[src/rtl/irq_resolver.sv]
module irq_resolver #(
  parameter int N_NMI   = 3,
  parameter int N_MSK   = 15,
  parameter int AW      = 16,
  parameter int VEC_TOP = 'hFFFE,
  localparam int N_SRC  = N_NMI + N_MSK,
  localparam int IW     = $clog2(N_SRC),
  localparam int SW     = $clog2(N_MSK)
) (
  input  logic             clk,
  input  logic             rst_n,
  input  logic [N_NMI-1:0] nmi_req_i,
  input  logic [N_MSK-1:0] evt_i,
  input  logic             irq_mask_i,
  input  logic             wr_en_i,
  input  logic             wr_addr_i,
  input  logic [N_MSK-1:0] wr_data_i,
  output logic [N_MSK-1:0] flags_o,
  output logic             valid_o,
  output logic [IW-1:0]    idx_o,
  output logic [AW-1:0]    vec_o
);

  logic [N_MSK-1:0] flags_q;
  logic [N_MSK-1:0] clr_vec;
  logic [N_MSK-1:0] msk_req;
  logic [N_SRC-1:0] all_req;
  logic [SW-1:0]    sel_q;
  logic [IW-1:0]    win;
  logic             hit;
  logic             sel_wr;
  logic             nmi_any;

  assign clr_vec = (wr_en_i && wr_addr_i) ? wr_data_i : '0;
  assign sel_wr  = wr_en_i && !wr_addr_i && irq_mask_i &&
                   ({1'b0, wr_data_i[SW-1:0]} < (SW+1)'(N_MSK));

  always_ff @(posedge clk) begin
    if (!rst_n) begin
      flags_q <= '0;
      sel_q   <= '0;
    end else begin
      flags_q <= (flags_q & ~clr_vec) | evt_i;
      if (sel_wr) sel_q <= wr_data_i[SW-1:0];
    end
  end

  assign msk_req = flags_q & {N_MSK{~irq_mask_i}};
  assign all_req = {msk_req, nmi_req_i};
  assign nmi_any = |nmi_req_i;

  always_comb begin
    hit = 1'b0;
    win = '0;
    for (int i = N_SRC - 1; i >= 0; i--) begin
      if (all_req[i]) begin
        hit = 1'b1;
        win = IW'(i);
      end
    end
    if (!nmi_any && msk_req[sel_q]) win = IW'(N_NMI) + IW'(sel_q);
  end

  assign flags_o = flags_q;
  assign valid_o = hit;
  assign idx_o   = win;
  assign vec_o   = hit ? (AW'(VEC_TOP) - (AW'(win) << 1)) : '0;

endmodule


[config.mk]
export PLATFORM = sky130hd
export DESIGN_NAME = irq_resolver
export DESIGN_NICKNAME = d
export VERILOG_FILES = /design/src/rtl/irq_resolver.sv
export SDC_FILE = /design/constraint.sdc
export NUM_CORES = 1
export LEC_CHECK = 0
export BUFFER_PORTS_ARGS = -buffer_cell sky130_fd_sc_hd__buf_4
export CORE_MARGIN = 2
export CORE_UTILIZATION = 29
export CTS_BUF_LIST = sky130_fd_sc_hd__clkbuf_4 sky130_fd_sc_hd__clkbuf_8 sky130_fd_sc_hd__clkbuf_16
export CTS_CLUSTER_DIAMETER = 50
export DETAILED_ROUTE_END_ITERATION = 12
export PLACE_DENSITY = 0.63
export SYNTH_ARGS = -nofsm -noshare
export SYNTH_HDL_FRONTEND = slang
export SYNTH_SLANG_ARGS = --single-unit
[constraint.sdc]
create_clock -name clk -period 4 [get_ports clk]
set_input_delay 0.6 -clock clk [delete_from_list [all_inputs] [get_ports clk]]
set_output_delay 0.6 -clock clk [all_outputs]
set_load 0.03 [all_outputs]
* Yosys cells after proc, flatten, opt, wreduce, memory -nomap -nowiden *
Cells that the tools add are included.

word-level totals
  bits in registers = 19
  bits in latches = 0
  RAM bits = 0
  ROM bits = 0
  bits of input ports = 38
  output and inout port bits = 37
  word-level logic and storage cells = 60
  memories = 0

operators by class
  add/sub/neg operators = 2
  multiply operators = 0
  divide/modulo/power cells = 0
  $lt $le $gt $ge = 2
  equality and inequality tests = 0
  shift operators = 0
  multiplexer cells = 41
  bitwise gates (word level) = 5
  reduce and logical (&&, ||, !) cells = 8

operators with widths
  cell                                                                   number
  5-bit 2-to-1 mux                                                       19
  15-bit bitwise AND                                                     2
  1-bit 2-to-1 mux                                                       19
  16-bit 2-to-1 mux                                                      1
  15-bit 2-to-1 mux                                                      1
  15-bit inverter                                                        1
  15-bit OR                                                              1
  2-bit by 7-bit subtractor with 8-bit output (first input constant)     1
  2-bit by 4-bit adder with 5-bit output (first input constant)          1
  1-bit logical AND                                                      5
  4-bit by 5-bit < comparator with 1-bit output (second input constant)  1
  1-bit binary-select mux with 4-bit select                              1
  4-bit < comparator (second input constant)                             1
  3-bit OR reduction                                                     1
  1-bit logical NOT                                                      2
  1-bit inverter                                                         1

* Longest topological paths before layout *
  depth after elaboration = 23
  gate-level depth with buffers = 7
  gate-level depth less buffers = 6

* Worst setup path after synthesis *
No wires, ideal clock.

  path type = input port to output port
  start = input port irq_mask_i
  end = output port idx_o[1]
  arrival time = 2.232 ns
  required time = 3.400 ns
  slack = 1.168 ns
  stages on the path = 5
  cell sequence = or3_1 nor3_1 a21oi_1 a311o_1 o21ai_0

on the way
  word-level cells in the longest chain between the ends = 20
  elaborated cells between the ends (all ways) = 23
  those cells by class = mux: 20; bitwise: 2; reduce/logical: 1

RTL lines
  what                            line  text
  from (decl)                     14    input logic irq_mask_i,
  1-bit inverter *                48    assign msk_req = flags_q & {N_MSK{~irq_mask_i}};
  15-bit bitwise AND *            48
  5-bit 2-to-1 mux (17 in a row)  56    if (all_req[i]) begin
  5-bit 2-to-1 mux *              61    if (!nmi_any && msk_req[sel_q]) win = IW'(N_NMI) + IW'(sel_q);
  to (decl)                       20    output logic [IW-1:0] idx_o,

Mark *: on every way between the ends. The rest lies on a longest branch, timed or not. The select of a mux whose other input is x is not followed.

* Worst setup path after layout *
  start = register flags_q[10] (netlist: flags_o[10])
  end = output port vec_o[2]

on the way
  word-level cells in the longest chain between the ends = 18
  elaborated cells between the ends (all ways) = 35
  those cells by class = add/sub: 1; mux: 32; bitwise: 1; reduce/logical: 1

RTL lines
  what                                         line  text
  from (decl)                                  24    logic [N_MSK-1:0] flags_q;
  from (signal assigned)                       43    flags_q <= (flags_q & ~clr_vec) | evt_i;
  15-bit bitwise AND *                         48
  5-bit 2-to-1 mux (14 in a row)               56
  5-bit 2-to-1 mux                             61
  2-bit by 7-bit subtractor with 8-bit output  67    assign vec_o = hit ? (AW'(VEC_TOP) - (AW'(win) << 1)) : '0;
  16-bit 2-to-1 mux *                          67
  to (decl)                                    21    output logic [AW-1:0] vec_o

Marked as above.

==> flow_metrics.tcl <==
set metrics [dict create \
    status "finished, final reports clean" \
    p_per_area_nw_per_um2 272 \
    drt-pass1-iter-count 4 \
    path_class "reg2out" \
    grt_pass1_wl_mm 6.20 \
    syn-cell-area_sq_um 1430 \
    synth_nets 217 \
    chipHeight_um 74.3 \
    async_reset_ff_share_pct 0 \
    cts.clk_slew.worst_paths_ns 0.07 \
    grt_max_degree 20 \
    crit_path_max_fanout 12 \
    diodes 0 \
    cts.root.buffer_cell "clkbuf_8" \
    syn_inst 178 \
    multi_input_area_sq_um 886 \
    end_kind "output port" \
    placedInstanceArea_sq_um 1930 \
    post_cts_buffers 0 \
    p_seq_share_pct 42.3 \
    placed_cells 300 \
    synth_area_leaders "dfxtp_1 (27%), a21oi_1 (8.4%), nor2b_1 (7.0%), buf_4 (6.3%), nand2_1 (4.7%)" \
    clkLatencyLatePin_ns 0.25 \
    dr_total_vias 1453 \
    final_cell_mix "buf_4 (73), a21oi_1 (24), dfxtp_1 (19)" \
    synth_top_area_share_pct 26.6 \
    worstMarginPinSlew_ns 0.608 \
    cts_resized 0 \
    drc 0 \
    slew_viol_final 0 \
    die_w_um 74.3 \
    finalCritPeriodShare_pct 75.8 \
    syn_to_final_growth_pct 37.9 \
    hold_violations 0 \
    synthFlopType "dfxtp_1" \
    grt_pass1_vias 1374 \
    port_buffers 73 \
    rows 25 \
    min_period_ns 3.03 \
    maxCapViolations 0 \
    drt_iter0_markers 73 \
    die-area_sq_um 5510 \
    routedWlPerCell_um 12.9 \
    switching_share_pct 34.0 \
    synth_area_per_cell_sq_um 8.04 \
    use_met3_pct 2.30 \
    startpoint_type "flop" \
    finish.instance_area_sq_um 1970 \
    nets 277 \
    antenna_found_initial 0 \
    ys.warnings.count 0 \
    overflow 0 \
    critical_path_arrival_ns 2.43 \
    ys_seq_area_share_pct 26.6 \
    instances_no_fill 304 \
    gp_congestion 0.852 \
    drive_gt1_share_pct 39.2 \
    grtUsageTotal_pct 14.3 \
    h-tree-depth 1 \
    holdBufCountCts 0 \
    fmax_mhz 330 \
    clockBufferDepth 2 \
    area.sequential_sq_um 380 \
    dpl.hpwl_mm 3.15 \
    peakVddDrop_mv 0.114 \
    initial_core_util_pct 30.1 \
    power_leakage_uw 0.000824 \
    rsz0062_at_grt "no" \
    core_sq_um 4750 \
    synth_edf_count 0 \
    yosys.area.top_type "dfxtp_1" \
    final_common_cell "buf_4" \
    finalSetupTns_ns 0 \
    numCtsBuffers 3 \
    grt_use_met2_pct 25.1 \
    busiest_layer "met2" \
    finalClockSkew_ns 0 \
    synth_cell_types 46 \
    finalPower_uw 538 \
    grt_util_met1_pct 18.3 \
    synth-seq-cells 19 \
    ant_nets 0 \
    via_per_inst 4.78 \
    crit_required_ns 3.40 \
    clock-sinks 19 \
    wl_mm 3.93 \
    p_int_uw 355 \
    p_comb_share_pct 33.4 \
    clkPwrFrac_pct 24.3 \
    holdCritPathClass "in2reg" \
    setup-violations-final 0 \
    relSlewSlack_pct 59.3 \
    cts_tree "yes" \
    io_pins 75 \
    power_switching_uw 183 \
    fill_cells 522 \
]
final cells by class:
type / count / share of cell area, %
repair buffers: 73 / 27.8
clock inverters: 1 / 0.253
inverters: 8 / 1.52
clock buffers: 3 / 2.09
well taps: 67 / 4.25
flip-flops and latches: 19 / 19.3
multi-input cells: 133 / 44.9
worst max-delay path, stage by stage (launching register included):
cell and delay [ns]:
dfxtp_1 0.37, nor4_1 0.49, a21oi_1 0.22, nor4_2 0.48
inv_1 0.27, o211a_1 0.19, buf_4 0.16
path summary, 6_finish.rpt:
path | start | to | slack, ns | depth (start not counted)
setup / recovery | flags_o[10] | vec_o[2] | 0.97 | 6
hold reg to reg | flags_o[7] | flags_o[7] | 0.59 | 2
setup reg to reg | sel_q[0] | sel_q[0] | 3.05 | 1
hold / removal | evt_i[1] | flags_o[1] | 0.56 | 3
synthesized netlist by cell type, types with 2 or more instances:
cell type   n
a211oi_1    6
a21o_1      4
a21oi_1    24
buf_4      12
buf_6       3
clkbuf_1    3
dfxtp_1    19
inv_1       7
mux2i_1     4
nand2_1    18
nand2b_1    3
nand3b_1    2
nor2_1     12
nor2b_1    16
nor3_1      3
nor3b_1     2
nor4_1      4
o21ai_0     3
o221a_2     4
or3_1       2
xnor2_1     2
power by group through the flow:
stage          registers [uW]  clock network (uW)  logic (uW)
2_1_floorplan             242                   0        98.0
3_3_place_gp              232                   0         178
3_5_place_dp              232                   0         180
4_1_cts                   227                 137         181
5_1_grt                   230                 145         195
6_report                  228                 131         180
sequential cells by signal, indices dropped and copies added (netlist names):
signal	flops
sel_q	4
flags_o	15
through the flow:
stage | setup slack (ns) | hold WS (ns) | util, %
floorplan | 1.17 | 0.620 | -
global placement | 1.22 | 0.577 | 40.6
detailed placement | 1.15 | 0.575 | 40.6
CTS | 0.966 | 0.560 | 41.5
global route | 0.735 | 0.573 | 41.5
finish | 0.968 | 0.564 | 41.5
metal layers:
layer | up-vias | wire, um | part of all wire [%]
met3 | 2 | 197 | 5.0
met5 | - | 0 | 0
met1 | 648 | 1810 | 46
met4 | 0 | 18 | 0.46
li1 | 750 | - | -
met2 | 53 | 1900 | 48
logic make-up after synthesis:
logic type / after synthesis / synth area share (%)
mux: 5 / 4.37
simple gates: 67 / 25.2
fa+ha+maj: 1 / 0.874
other cells: 1 / 0.262
compound gates: 57 / 30.0
flops: 19 / 26.6
buf+inv: 26 / 11.5
xor+xnor: 2 / 1.22
Power figures use the tool's default switching activity.
